<file path="config.mk">
export PLATFORM = sky130hd
export DESIGN_NAME = seg_xlate_unit
export DESIGN_NICKNAME = d
export VERILOG_FILES = /design/src/rtl/seg_xlate_pkg.sv /design/src/rtl/seg_desc_cache.sv /design/src/rtl/seg_limit_check.sv /design/src/rtl/seg_xlate_unit.sv
export SDC_FILE = /design/constraint.sdc
export NUM_CORES = 1
export LEC_CHECK = 0
export ABC_AREA = 1
export BUFFER_PORTS_ARGS = -buffer_cell sky130_fd_sc_hd__buf_2
export CORE_UTILIZATION = 44
export CTS_CLUSTER_SIZE = 20
export DETAILED_ROUTE_END_ITERATION = 12
export GPL_TIMING_DRIVEN = 0
export PLACE_DENSITY = 0.62
export SYNTH_ARGS = -nofsm -noshare
export SYNTH_HDL_FRONTEND = slang
export SYNTH_SLANG_ARGS = --single-unit
</file>
<file path="constraint.sdc">
create_clock -name clk -period 4.5 [get_ports clk]
set_input_delay 0.675 -clock clk [delete_from_list [all_inputs] [get_ports clk]]
set_output_delay 0.675 -clock clk [all_outputs]
set_load 0.05 [all_outputs]
</file>
<file path="src/rtl/seg_xlate_pkg.sv">
package seg_xlate_pkg;

  typedef enum logic [2:0] {
    XC_OK     = 3'd0,
    XC_NULL   = 3'd1,
    XC_MISS   = 3'd2,
    XC_ABSENT = 3'd3,
    XC_LIMIT  = 3'd4
  } xlate_cause_e;

  typedef struct packed {
    logic [31:0] base;
    logic [19:0] limit;
    logic        gran;
    logic        big;
    logic        avail;
    logic        present;
  } seg_attr_t;

  function automatic seg_attr_t unpack_desc(input logic [63:0] d);
    seg_attr_t a;
    a.base    = {d[63:56], d[39:16]};
    a.limit   = {d[51:48], d[15:0]};
    a.gran    = d[55];
    a.big     = d[54];
    a.avail   = d[52];
    a.present = d[47];
    return a;
  endfunction

endpackage

</file>
<file path="src/rtl/seg_desc_cache.sv">
module seg_desc_cache #(
  parameter int ENTRIES = 4,
  parameter int TAG_W   = 14,
  parameter int DESC_W  = 64
) (
  input  logic              clk,
  input  logic              rst_n,
  input  logic              wr_en,
  input  logic [TAG_W-1:0]  wr_tag,
  input  logic [DESC_W-1:0] wr_desc,
  input  logic [TAG_W-1:0]  rd_tag,
  output logic              rd_hit,
  output logic [DESC_W-1:0] rd_desc
);

  localparam int PTR_W = (ENTRIES > 1) ? $clog2(ENTRIES) : 1;

  logic [ENTRIES-1:0] vld_q;
  logic [TAG_W-1:0]   tag_q  [ENTRIES];
  logic [DESC_W-1:0]  desc_q [ENTRIES];
  logic [PTR_W-1:0]   ptr_q, ptr_d;
  logic               ptr_en;

  logic [ENTRIES-1:0] rd_match;
  logic [ENTRIES-1:0] wr_match;
  logic [ENTRIES-1:0] wr_sel;
  logic               wr_any_match;

  for (genvar i = 0; i < ENTRIES; i++) begin : g_entry
    assign rd_match[i] = vld_q[i] && (tag_q[i] == rd_tag);
    assign wr_match[i] = vld_q[i] && (tag_q[i] == wr_tag);

    always_ff @(posedge clk or negedge rst_n) begin
      if (!rst_n) begin
        vld_q[i] <= 1'b0;
      end else if (wr_en && wr_sel[i]) begin
        vld_q[i] <= 1'b1;
      end
    end

    always_ff @(posedge clk) begin
      if (wr_en && wr_sel[i]) begin
        tag_q[i]  <= wr_tag;
        desc_q[i] <= wr_desc;
      end
    end
  end

  always_comb begin
    wr_any_match = |wr_match;
    wr_sel       = '0;
    if (wr_any_match) begin
      wr_sel = wr_match;
    end else begin
      for (int i = 0; i < ENTRIES; i++) begin
        if (ptr_q == PTR_W'(i)) wr_sel[i] = 1'b1;
      end
    end
  end

  always_comb begin
    ptr_en = wr_en && !wr_any_match;
    if (ptr_q == PTR_W'(ENTRIES - 1)) ptr_d = '0;
    else                              ptr_d = ptr_q + PTR_W'(1);
  end

  always_ff @(posedge clk or negedge rst_n) begin
    if (!rst_n)      ptr_q <= '0;
    else if (ptr_en) ptr_q <= ptr_d;
  end

  always_comb begin
    rd_hit  = |rd_match;
    rd_desc = '0;
    for (int i = 0; i < ENTRIES; i++) begin
      if (rd_match[i]) rd_desc = rd_desc | desc_q[i];
    end
  end

  // overwrite-on-match keeps tags unique, so at most one entry hits
  a_r10_unique_hit: assert property (@(posedge clk) disable iff (!rst_n)
    $onehot0(rd_match));

endmodule

</file>
<file path="src/rtl/seg_limit_check.sv">
module seg_limit_check
  import seg_xlate_pkg::*;
#(
  parameter int ADDR_W = 32,
  parameter int LIM_W  = 20
) (
  input  seg_attr_t         attr,
  input  logic [ADDR_W-1:0] offset,
  output logic              over_limit,
  output logic [ADDR_W-1:0] linear
);

  localparam int PAGE_W = ADDR_W - LIM_W;

  logic [ADDR_W-1:0] eff_limit;

  always_comb begin
    if (attr.gran) eff_limit = {attr.limit, {PAGE_W{1'b1}}};
    else           eff_limit = {{PAGE_W{1'b0}}, attr.limit};
    over_limit = offset > eff_limit;
    linear     = attr.base + offset;
  end

endmodule

</file>
<file path="src/rtl/seg_xlate_unit.sv">
module seg_xlate_unit
  import seg_xlate_pkg::*;
#(
  parameter int CACHE_ENTRIES = 4,
  parameter int SEL_W         = 16,
  parameter int ADDR_W        = 32,
  parameter int DESC_W        = 64
) (
  input  logic              clk,
  input  logic              rst_n,
  input  logic              ld_valid,
  input  logic [SEL_W-1:0]  ld_sel,
  input  logic [DESC_W-1:0] ld_desc,
  input  logic              req_valid,
  input  logic [SEL_W-1:0]  req_sel,
  input  logic [ADDR_W-1:0] req_offset,
  output logic              rsp_valid,
  output logic              rsp_fault,
  output logic [2:0]        rsp_cause,
  output logic [ADDR_W-1:0] rsp_linear,
  output logic              rsp_big,
  output logic              rsp_avail
);

  localparam int RPL_W = 2;
  localparam int TAG_W = SEL_W - RPL_W;

  logic [TAG_W-1:0]  req_tag;
  logic              hit;
  logic [DESC_W-1:0] hit_desc;
  seg_attr_t         attr;
  logic              over_limit;
  logic [ADDR_W-1:0] sum;

  xlate_cause_e      cause_d;
  logic [ADDR_W-1:0] linear_d;
  logic              big_d, avail_d;

  logic              valid_q;
  xlate_cause_e      cause_q;
  logic [ADDR_W-1:0] linear_q;
  logic              big_q, avail_q;

  assign req_tag = req_sel[SEL_W-1:RPL_W];

  seg_desc_cache #(
    .ENTRIES (CACHE_ENTRIES),
    .TAG_W   (TAG_W),
    .DESC_W  (DESC_W)
  ) i_cache (
    .clk     (clk),
    .rst_n   (rst_n),
    .wr_en   (ld_valid),
    .wr_tag  (ld_sel[SEL_W-1:RPL_W]),
    .wr_desc (ld_desc),
    .rd_tag  (req_tag),
    .rd_hit  (hit),
    .rd_desc (hit_desc)
  );

  assign attr = unpack_desc(hit_desc);

  seg_limit_check #(
    .ADDR_W (ADDR_W)
  ) i_limit (
    .attr       (attr),
    .offset     (req_offset),
    .over_limit (over_limit),
    .linear     (sum)
  );

  // next-state: fault priority NULL > MISS > ABSENT > LIMIT
  always_comb begin
    if (req_tag == '0)      cause_d = XC_NULL;
    else if (!hit)          cause_d = XC_MISS;
    else if (!attr.present) cause_d = XC_ABSENT;
    else if (over_limit)    cause_d = XC_LIMIT;
    else                    cause_d = XC_OK;
    if (cause_d == XC_OK) begin
      linear_d = sum;
      big_d    = attr.big;
      avail_d  = attr.avail;
    end else begin
      linear_d = '0;
      big_d    = 1'b0;
      avail_d  = 1'b0;
    end
  end

  always_ff @(posedge clk or negedge rst_n) begin
    if (!rst_n) begin
      valid_q  <= 1'b0;
      cause_q  <= XC_OK;
      linear_q <= '0;
      big_q    <= 1'b0;
      avail_q  <= 1'b0;
    end else begin
      valid_q <= req_valid;
      if (req_valid) begin
        cause_q  <= cause_d;
        linear_q <= linear_d;
        big_q    <= big_d;
        avail_q  <= avail_d;
      end
    end
  end

  assign rsp_valid  = valid_q;
  assign rsp_cause  = cause_q;
  assign rsp_fault  = valid_q && (cause_q != XC_OK);
  assign rsp_linear = linear_q;
  assign rsp_big    = big_q;
  assign rsp_avail  = avail_q;

  // a result only follows a request one cycle earlier
  a_r8_one_cycle: assert property (@(posedge clk) disable iff (!rst_n)
    rsp_valid |-> $past(req_valid));

  // a null selector always yields the NULL cause
  a_r3_null_fault: assert property (@(posedge clk) disable iff (!rst_n)
    (req_valid && req_sel[SEL_W-1:RPL_W] == '0) |=> (rsp_cause == XC_NULL));

  // a faulted result carries no address or flags
  a_r9_fault_clean: assert property (@(posedge clk) disable iff (!rst_n)
    rsp_fault |-> (rsp_linear == '0 && !rsp_big && !rsp_avail));

  // a request to an empty cache cannot produce a translation
  a_r4_miss_empty: assert property (@(posedge clk) disable iff (!rst_n)
    (req_valid && !hit) |=> rsp_fault);

endmodule

</file>
==> results of run 1 <==
## routing by layer
metal | GRT usage (%) | routed length (µm) | up-vias | share of wire [%]
met5 | 0 | 25 | - | 0.048
met3 | 4.67 | 4170 | 80 | 8.0
met2 | 39.5 | 22300 | 557 | 43
met4 | 8.16 | 1300 | 4 | 2.5
li1 | - | - | 6361 | -
met1 | 41.1 | 24400 | 6351 | 47
## synthesized netlist by cell type (3+ instances only)
library cell	n
o21a_1	8
xor2_1	15
or2_2	3
inv_2	13
buf_2	35
nor2_2	8
a21o_1	3
nor2_1	125
dfrtp_1	44
o21ai_0	63
nand3_1	262
a21oi_1	79
inv_1	111
o22ai_1	9
xnor2_1	37
buf_4	17
nor3_1	8
o21ai_1	3
nand2_1	386
nor4_1	9
clkbuf_1	8
ha_1	67
edfxtp_1	280
nand4_1	68
o21ai_2	21
## worst reg2reg max path, stage by stage, from the launching register on
cell,delay [ns]
edfxtp_1,0.50
xnor2_2,0.24
nand3_2,0.18
nor2_2,0.21
buf_4,0.21
buf_4,0.24
buf_2,0.30
nand3_1,0.13
nand4_1,0.15
ha_1,0.18
inv_1,0.08
fa_1,0.49
o21ai_2,0.30
a21oi_1,0.21
o21ai_2,0.28
a21oi_1,0.16
xor2_2,0.25
o21ai_2,0.07
## flip-flops by register name (all words and copies together) (netlist names)
signal          cells
i_cache.ptr_q       2
rsp_valid           1
rsp_big             1
rsp_cause           3
rsp_linear         32
i_cache.desc_q    224
i_cache.tag_q      56
rsp_avail           1
i_cache.vld_q       4
## path summary, 6_finish.rpt
path                                                      to                     startpoint  slack [ns]
min in group asynchronous       i_cache.ptr_q[0]$_DFFE_PN0P_                          rst_n        0.31
worst max-delay path              rsp_linear[22]$_DFFE_PN0P_  i_cache.tag_q[0][1]$_DFFE_PP_        0.21
worst max register to register    rsp_linear[22]$_DFFE_PN0P_  i_cache.tag_q[0][1]$_DFFE_PP_        0.21
worst min-delay path                     rsp_valid$_DFF_PN0_                      req_valid        0.30
max in group asynchronous         rsp_linear[12]$_DFFE_PN0P_                          rst_n        3.54
worst min register to register    rsp_linear[18]$_DFFE_PN0P_     rsp_linear[18]$_DFFE_PN0P_        0.48
## cell type report
type,instances,area [µm²],area share (%)
buffer,61,365,1.89
inverter,125,472,2.43
tap,504,631,3.25
timing repair buffer,162,901,4.65
clock buffer,47,962,4.97
sequential,324,9510,49.1
antenna,3,7.51,0.0387
multi-input combinational,1186,6360,32.8
clock inverter,18,170,0.878
## stage by stage
stage | area [µm²] | TNS, ns | worst slack (ns) | total power, mW
2_1_floorplan | 16600 | 0 | 0.901 | 4.45
3_3_place_gp | 18100 | -297.13 | -1.23 | 4.90
3_5_place_dp | 18200 | -3.06 | -0.580 | 4.91
4_1_cts | 19300 | 0 | 0.00143 | 7.74
5_1_grt | 19400 | 0 | 0.00133 | 7.98
6_report | 19400 | 0 | 0.209 | 7.71
## logic make-up (layout without fill, tap and decap cells)
family / Yosys count / after routing / share of synthesized area [%]
AND/OR/NAND/NOR: 874 / 874 / 23.4
adder cells (fa/ha/maj): 68 / 68 / 5.16
XOR/XNOR: 52 / 52 / 2.74
buffers and inverters: 187 / 413 / 5.03
other: 0 / 3 / 0
flip-flops: 324 / 324 / 57.1
AO/OA/AOI/OAI: 192 / 192 / 6.58
## power groups by stage
stage	sequential [mW]	combinational, mW	clock [mW]
finish	3.89	0.970	2.85
global route	3.92	1.06	3.00
CTS	3.89	0.971	2.89
detailed placement	3.95	0.967	0
global placement	4.00	0.893	0
floorplan	3.94	0.504	0
## timing repair
action,CTS,global route
endpoints found under the setup margin,2,8
buffers inserted,0,0
resized for setup,1,10
pin swaps,0,0
gates cloned,0,0
==> summary.md, run 1 <==
| Metric | Value |
|---|---|
| DRT iter0 DRCs | 1190 |
| CP required | 4.92 ns |
| Critical path, cell by cell | xnor2_2 > nand3_2 > nor2_2 > buf_4 > buf_4 > buf_2 > nand3_1 > nand4_1 > ha_1 > inv_1 > fa_1 > o21ai_2 > a21oi_1 > o21ai_2 > a21oi_1 > xor2_2 > o21ai_2 |
| Final setup vio count | 0 |
| Die height | 197 µm |
| Vias per std cell | 5.50 |
| # port buffers | 158 |
| Cts hold-fix bufs | 0 |
| Cell Rows | 70 |
| Largest net degree at the start of global routing | 49 |
| Leakage | 8.04 nW |
| Worst min path class | in -> reg |
| Remaining routing DRC violations | 0 |
| Die Wd | 197 µm |
| Total CTS buffers | 36 |
| Global-route wire length before repair | 77.1 mm |
| Number of synthesized flops with an enable pin | 280 |
| Synth-to-Final Area Change | 16.4% |
| Dpl hpwl | 39.1 mm |
| Hold Fails Final Rpt | 0 |
| WHS | 0.302 ns |
| Initial antenna violation count | 4 |
| Pre-antenna DRT Iters | 7 |
| Distinct cells, synth | 38 |
| Sw frac | 26.7% |
| Crit path max-delay family | compound AO/OA/AOI/OAI gates |
| Final slew viol count | 0 |
| Fin util | 52.4% |
| Worst path slowest cell | edfxtp_1 |
| RSZ-0062 raised after global routing | false |
| Status | finished clean |
| Skew-Pair Late Insertion Delay | 0.54 ns |
| Psw | 2.06 mW |
| Pwr dens | 398 nW/µm² |
| Layout cells sized above 1 | 17.0% |
| Startpoint Class | flop |
| Commonest non-fill, non-tap cell in the layout | nand2_1 |
| Synth warn | 0 |
| Gr usage total | 27.1% |
| Fmax | 233 MHz |
| Final ANT Viol Nets | 0 |
| Clock skew | 0.0181 ns |
| Area contributors post-synth | edfxtp_1 (51%), nand2_1 (8.7%), nand3_1 (7.9%) |
| Number of fill cells | 3453 |
| Nets@finish | 2096 |
| DR vias | 13353 |
| Max VDD drop | 0.288 mV |
| Instance count on the critical path | 17 |
| Mapped Avg Cell Area | 9.81 µm² |
| Routed length per instance | 21.5 µm |
| Final wirelength | 52.3 mm |
| Synth Instances | 1697 |
| CP dominant cell by count | o21ai_2 |
| Vias in the first global route | 12405 |
| Worst Setup End Kind | flop |
| Critical path fanouts, max | 10 |
| Seq pwr share | 50.5% |
| Die area | 38600 µm² |
| Cells after DPL | 2363 |
| Core Footprint | 37000 µm² |
| CTS H-Tree Depth | 2 |
| Hold path depth | 1 |
| Worst slew pin tran | 1.02 ns |
| Synthesized area | 16600 µm² |
| Part of the Yosys area used for sequential elements | 57.1% |
| I/O pin cnt | 171 |
| Clock buffer depth | 3 |
| Slew HR | 31.8% |
| Commonest cells after routing, fill and taps aside | nand2_1 (383), edfxtp_1 (280), nand3_1 (261) |
| Clock power frac | 36.9% |
| Post-synth top area share | 50.5% |
| P_int | 5.65 mW |
| Synth Register Bits | 324 |
| # clock sinks | 324 |
| R2R depth | 17 |
| Final non-filler cell total | 2430 |
| Critical Path AT | 4.71 ns |
| Gpl congestion | 0.933 |
| Share of flip-flops with an asynchronous set or reset | 13.6% |
| Maxcap violations | 0 |
| Global route overflow | 0 |
| WP buf/inv | 4 |
| CTS clk-pin slew, worst paths | 0.06 ns |
| Syn nets | 1897 |
| Starting Density | 45.0% |
| Worst setup path category | reg -> reg |
| Gate power share | 12.6% |
| CP peak stage delay | 0.50 ns |
| CTS Root Cell | clkbuf_16 |
| Post-synth top area cell | edfxtp_1 |
| Post-route minimum period | 4.29 ns |
| TritonCTS clock tree | done |
| Final worst-path cycle share | 95.4% |
| Synth Flop Type | edfxtp_1 |
Power figures use the tool's default switching activity.
==> inputs of run 2 (changes only) <==
GPL_TIMING_DRIVEN = default   (was 0)
==> run 2 against run 1 <==
Maximum frequency rose by 8.5%. Final cell count decreased by 0.82%. Core utilization is 0.32 points higher. Sequential share of layout area is 0.30 points lower. Die area did not move. Worst setup slack improved by 0.34 ns. Cell area rose by 0.62%. First-iteration DRC count shrank 3.1%. Highest routed layer unchanged. Register-to-register slack better by 0.34 ns. Combinational power decreased by 2%. Clock skew shrank 0.00097 ns.
==> summary.md, run 2 (synthesized netlist as in run 1, its figures left out) <==
| Metric | Value |
|---|---|
| Status | finished clean |
| Max VDD drop | 0.288 mV (-0.23%) |
| Routed length per instance | 21.7 µm (+0.74%) |
| Vias per std cell | 5.54 (+0.79%) |
| Final slew viol count | 0 (unchanged) |
| Vias in the first global route | 12548 (+1.2%) |
| Hold Fails Final Rpt | 0 (unchanged) |
| CTS clk-pin slew, worst paths | 0.06 ns (about the same) |
| Hold_sp | req_valid |
| Die height | 197 µm (unchanged) |
| Critical Path AT | 4.39 ns (-0.32 ns) |
| Final wirelength | 52.2 mm (about the same) |
| Hold path depth | 1 (unchanged) |
| Fin area | 19500 µm² (+0.62%) |
| Postcts setup bufs | 0 (unchanged) |
| Worst slew pin tran | 1.03 ns (+0.00890 ns) |
| Biggest register | i_cache.desc_q |
| Placed cell areas | 18300 µm² (+0.51%) |
| Cts hold-fix bufs | 0 (unchanged) |
| Total CTS buffers | 36 (unchanged) |
| Top routing layer used | met5 |
| CTS Root Cell | clkbuf_16 |
| Met3 wire length | 4.31 mm (+3.4%) |
| Worst Hold End | rsp_valid$_DFF_PN0_ |
| Final worst-path cycle share | 87.8% (-7.5 points) |
| Worst setup path category | reg -> reg |
| Critical path, cell by cell | xnor2_1 > nand3_1 > nor2_4 > buf_12 > buf_4 > nand3_1 > nand4_1 > ha_1 > a21oi_1 > o21ai_0 > a21oi_1 > o21ai_0 > buf_4 > nand3_1 > nand2_1 > or2_2 > nand3_1 > nand2_1 |
| Dpl hpwl | 37.8 mm (-3.4%) |
| Nets@finish | 2075 (-1.0%) |
| DR vias | 13348 (-0.037%) |
| Starting Density | 45.0% (unchanged) |
| Final setup vio count | 0 (unchanged) |
| I/O pin cnt | 171 (unchanged) |
| R2R depth | 18 (+1) |
| Cell Rows | 70 (unchanged) |
| Maxcap violations | 0 (unchanged) |
| Clock buffer depth | 3 (unchanged) |
| Fmax | 253 MHz (+8.5%) |
| Met1 wire length | 24.1 mm (-1.4%) |
| Pre-antenna DRT Iters | 5 (-2) |
| Clock skew | 0.0171 ns (-0.000965 ns) |
| Fin util | 52.7% (+0.32 points) |
| Commonest non-fill, non-tap cell in the layout | nand2_1 |
| Die Wd | 197 µm (unchanged) |
| Gpl congestion | 0.953 (+2.2%) |
| WHS | 0.314 ns (+0.0126 ns) |
| Remaining routing DRC violations | 0 (unchanged) |
| # clock sinks | 324 (unchanged) |
| Layout cells sized above 1 | 16.3% (-0.61 points) |
| Critical path fanouts, max | 30 (+20) |
| Core Footprint | 37000 µm² (unchanged) |
| DRT iter0 DRCs | 1153 (-3.1%) |
| Synth-to-Final Area Change | 17.1% |
| Startpoint Class | flop |
| # resized after CTS | 0 (-1) |
| Worst min path class | in -> reg |
| Worst reg2reg startpoint | i_cache.tag_q[0][1]$_DFFE_PP_ |
| R2r setup slk | 0.55 ns (+0.34 ns) |
| WL met2 | 22.5 mm (+0.74%) |
| Max reg flops | 224 (unchanged) |
| Largest net degree at the start of global routing | 66 (+35%) |
| TritonCTS clock tree | done |
| Final ANT Viol Nets | 0 (unchanged) |
| Setup_tns | 0 ns (unchanged) |
| Die area | 38600 µm² (unchanged) |
| Leakage | 7.98 nW (-0.72%) |
| RSZ-0062 raised after global routing | false |
| Worst Setup End Kind | flop |
| Pwr dens | 401 nW/µm² (+0.80%) |
| CTS H-Tree Depth | 2 (unchanged) |
| Skew-Pair Late Insertion Delay | 0.55 ns (about the same) |
| # port buffers | 158 (unchanged) |
| Post-route minimum period | 3.95 ns (-0.338 ns) |
| CP dominant cell by count | nand3_1 |
| Commonest cells after routing, fill and taps aside | nand2_1 (383), edfxtp_1 (280), nand3_1 (262) |
| Worst path slowest cell | edfxtp_1 |
| Number of fill cells | 3402 (-1.5%) |
| R2R Path End | rsp_linear[30]$_DFFE_PN0P_ |
| CP peak stage delay | 0.46 ns (-0.04 ns) |
| Global-route wire length before repair | 77.6 mm (+0.73%) |
| CP required | 4.93 ns (about the same) |
| Global route overflow | 0 (unchanged) |
| Slew HR | 31.2% (-0.59 points) |
| Gr usage total | 27.2% (+0.055 points) |
| Initial antenna violation count | 2 (-2) |
## run 2: cell count changes in the layout (fill, tap and decap cells not counted), moves of 8 or more
cell | before | now
buf_12 | 1 | 16
buf_2 | 191 | 158
buf_4 | 17 | 28
clkbuf_1 | 17 | 7
nor2_2 | 9 | 1
nor2_4 | 0 | 8
## run 2: layout make-up
cell class	count	area [µm²]	share of cell area, %
flip-flops and latches	324	9510	48.8
multi-input cells	1186	6370	32.7
repair buffers	202	1320	6.78
clock buffers	46	980	5.03
well taps	504	631	3.23
inverters	125	469	2.41
clock inverters	20	211	1.08
diodes	3	7.51	0.0385
## run 2: layer usage
metal	GRT usage (%)	vias to the layer above
li1	-	6311
met1	40.8	6403
met2	39.8	548
met3	5.24	84
met4	7.84	2
met5	0	-
## run 2: worst max-delay path: cells and delay by family (launching register included)
kind / cells / cell delay, ns
buffers and inverters: 3 / 0.55
flip-flops: 1 / 0.46
AND/OR/NAND/NOR: 9 / 1.46
AO/OA/AOI/OAI: 4 / 0.70
adder cells (fa/ha/maj): 1 / 0.35
XOR/XNOR: 1 / 0.29
## run 2: stage by stage
| stage | setup WS, ns | total power, mW | cells |
|---|---|---|---|
| detailed placement | 0.226 | 4.90 | 2341 |
| global route | 0.401 | 8.09 | 2407 |
| finish | 0.547 | 7.82 | 2410 |
| global placement | 0.221 | 4.88 | 2341 |
| floorplan | 0.901 | 4.45 | 1697 |
| CTS | 0.674 | 7.86 | 2407 |
## run 2: report_power, final
part           internal [mW]  switching, mW
registers               3.75          0.144
clock network           1.74           1.24
logic                  0.242          0.712
## run 2: how the worst max path moves through the flow
stage	end	slack (ns)	cells after the start	start
5_1_grt	rsp_linear[16]$_DFFE_PN0P_	0.40	17	i_cache.tag_q[0][1]$_DFFE_PP_
6_report	rsp_linear[30]$_DFFE_PN0P_	0.55	18	i_cache.tag_q[0][1]$_DFFE_PP_
4_1_cts	rsp_linear[16]$_DFFE_PN0P_	0.67	17	i_cache.tag_q[0][1]$_DFFE_PP_
3_5_place_dp	rsp_linear[16]$_DFFE_PN0P_	0.23	19	req_sel[13]
2_1_floorplan	rsp_linear[28]$_DFFE_PN0P_	0.90	21	req_sel[13]
3_3_place_gp	rsp_linear[26]$_DFFE_PN0P_	0.22	23	req_sel[13]
==> inputs of run 3 (changes only) <==
REMOVE_ABC_BUFFERS = 1   (was default)
==> run 3 against run 2 <==
Via count shrank 1.7%. Critical path depth grew 1. Core utilization shrank 0.32 points. Critical endpoint is now rsp_linear[17]$_DFFE_PN0P_.
==> summary.md, run 3 (synthesized netlist as in run 1, its figures left out) <==
| Metric | Value |
|---|---|
| Status | finished clean |
| Startpoint Class | flop |
| Critical path fanouts, max | 38 (+27%) |
| Vias in the first global route | 12514 (-0.27%) |
| Fmax | 265 MHz (+4.9%) |
| Critical path launch point | i_cache.tag_q[0][1]$_DFFE_PP_ |
| Pre-antenna DRT Iters | 6 (+1) |
| Initial antenna violation count | 6 (+4) |
| Fin area | 19400 µm² (-0.62%) |
| Cell Rows | 70 (unchanged) |
| Max VDD drop | 0.305 mV (+6.1%) |
| Die height | 197 µm (unchanged) |
| Final ANT Viol Nets | 0 (unchanged) |
| Post-route minimum period | 3.77 ns (-0.184 ns) |
| Final setup vio count | 0 (unchanged) |
| WHS | 0.305 ns (-0.00909 ns) |
| Final wirelength | 48.7 mm (-6.7%) |
| Core Footprint | 37000 µm² (unchanged) |
| Worst reg2reg startpoint | i_cache.tag_q[0][1]$_DFFE_PP_ |
| Setup_tns | 0 ns (unchanged) |
| Leakage | 7.93 nW (-0.65%) |
| Worst Setup End Kind | flop |
| # resized after CTS | 0 (unchanged) |
| # clock sinks | 324 (unchanged) |
| Final non-filler cell total | 2409 (-0.041%) |
| Vias per std cell | 5.45 (-1.6%) |
| CTS H-Tree Depth | 2 (unchanged) |
| Layout cells sized above 1 | 15.9% (-0.41 points) |
| CTS Root Cell | clkbuf_16 |
| TritonCTS clock tree | done |
| RSZ-0062 raised after global routing | false |
| Worst slew pin tran | 1.20 ns (+0.168 ns) |
| Worst min path class | in -> reg |
| Die area | 38600 µm² (unchanged) |
| Global route overflow | 0 (unchanged) |
| Skew-Pair Late Insertion Delay | 0.55 ns (about the same) |
| Critical Path AT | 4.18 ns (-0.21 ns) |
| Commonest non-fill, non-tap cell in the layout | nand2_1 |
| Cts hold-fix bufs | 0 (unchanged) |
| Clock buffer depth | 3 (unchanged) |
| CP required | 4.91 ns (-0.02 ns) |
| Nets@finish | 2075 (unchanged) |
| Biggest register | i_cache.desc_q |
| Max reg flops | 224 (unchanged) |
| Pwr dens | 395 nW/µm² (-1.5%) |
| Gpl congestion | 0.933 (-2.1%) |
| I/O pin cnt | 171 (unchanged) |
| Largest net degree at the start of global routing | 49 (-26%) |
| Global-route wire length before repair | 74.1 mm (-4.5%) |
| Slew HR | 19.2% (-12 points) |
| Routed length per instance | 20.2 µm (-6.6%) |
| # port buffers | 158 (unchanged) |
| Maxcap violations | 0 (unchanged) |
| Die Wd | 197 µm (unchanged) |
| DRT iter0 DRCs | 1059 (-8.2%) |
| Remaining routing DRC violations | 0 (unchanged) |
| Hold Fails Final Rpt | 0 (unchanged) |
| Clock skew | 0.0173 ns (+0.000153 ns) |
| Final slew viol count | 0 (unchanged) |
| Cells after DPL | 2341 (unchanged) |
| Postcts setup bufs | 0 (unchanged) |
| Synth-to-Final Area Change | 16.4% |
| CTS clk-pin slew, worst paths | 0.06 ns (about the same) |
| Hold_sp | req_valid |
| Number of fill cells | 3440 (+1.1%) |
| Dpl hpwl | 35.0 mm (-7.5%) |
| Placed cell areas | 18200 µm² (-0.34%) |
| Worst setup path category | reg -> reg |
| Starting Density | 45.0% (unchanged) |
| Total CTS buffers | 36 (unchanged) |
| Commonest cells after routing, fill and taps aside | nand2_1 (383), edfxtp_1 (280), nand3_1 (262) |
| Final worst-path cycle share | 83.8% (-4.1 points) |
| Gr usage total | 25.5% (-1.7 points) |
| DR vias | 13127 (-1.7%) |
run 3: changes by cell type in the layout (fill, tap and decap cells not counted), sizes merged:
| cell | previous run | this run |
|---|---|---|
| bufinv | 3 | 2 |
| clkinvlp | 3 | 1 |
| inv | 126 | 125 |
| clkbuf | 46 | 47 |
| clkinv | 13 | 15 |
run 3: worst max-delay path, cell delays in order (launching register included):
cell      delay [ns]
edfxtp_1        0.43
xnor2_1         0.27
nand3_1         0.17
nor2_4          0.38
nand3_1         0.13
nand4_1         0.16
buf_12          0.21
o21ai_0         0.21
ha_1            0.33
nand2_1         0.06
nor2_1          0.15
nand4_1         0.12
nor2_1          0.15
buf_4           0.15
nand2_1         0.05
nand2_1         0.11
nand3_4         0.13
nand2_8         0.11
buf_4           0.17
o21ai_0         0.10
run 3: path summary, 6_finish.rpt:
kind	endpoint	slack [ns]	cells past startpoint
max in group asynchronous	rsp_linear[29]$_DFFE_PN0P_	3.51	1
worst max-delay path	rsp_linear[17]$_DFFE_PN0P_	0.73	19
min in group asynchronous	rsp_cause[2]$_DFFE_PN0P_	0.32	1
worst min-delay path	rsp_valid$_DFF_PN0_	0.31	1
worst min register to register	rsp_linear[26]$_DFFE_PN0P_	0.48	2
worst max register to register	rsp_linear[17]$_DFFE_PN0P_	0.73	19
run 3: stage by stage:
stage	worst slack [ns]	power, mW	util, %
after floorplan	-0.868	4.43	-
after global placement	0.318	4.84	49.3
after detailed placement	0.291	4.87	49.3
after CTS	0.758	7.70	52.4
after global routing	0.477	7.93	52.4
final	0.731	7.65	52.4
run 3: routing by layer:
| metal | global-route usage [%] | vias up | wire, µm | share of wire [%] |
|---|---|---|---|---|
| met2 | 40.6 | 435 | 22600 | 46 |
| met1 | 36.0 | 6300 | 22100 | 45 |
| met4 | 7.52 | 8 | 1090 | 2.2 |
| met3 | 3.82 | 67 | 2970 | 6.1 |
| met5 | 0 | - | 53 | 0.11 |
| li1 | - | 6317 | - | - |
run 3: area by class of cell:
type,count,area (µm²),share of cell area (%)
multi-input cells,1186,6370,32.9
clock inverters,18,149,0.768
clock buffers,47,985,5.08
inverters,125,469,2.42
well taps,504,631,3.25
diodes,3,7.51,0.0387
repair buffers,202,1260,6.50
flip-flops and latches,324,9510,49.1
run 3: where the power goes:
| part | total, mW | internal, mW | switching [mW] |
|---|---|---|---|
| clock network | 2.85 | 1.66 | 1.18 |
| registers | 3.88 | 3.75 | 0.135 |
| logic | 0.919 | 0.241 | 0.677 |
| total | 7.65 | 5.65 | 2.00 |
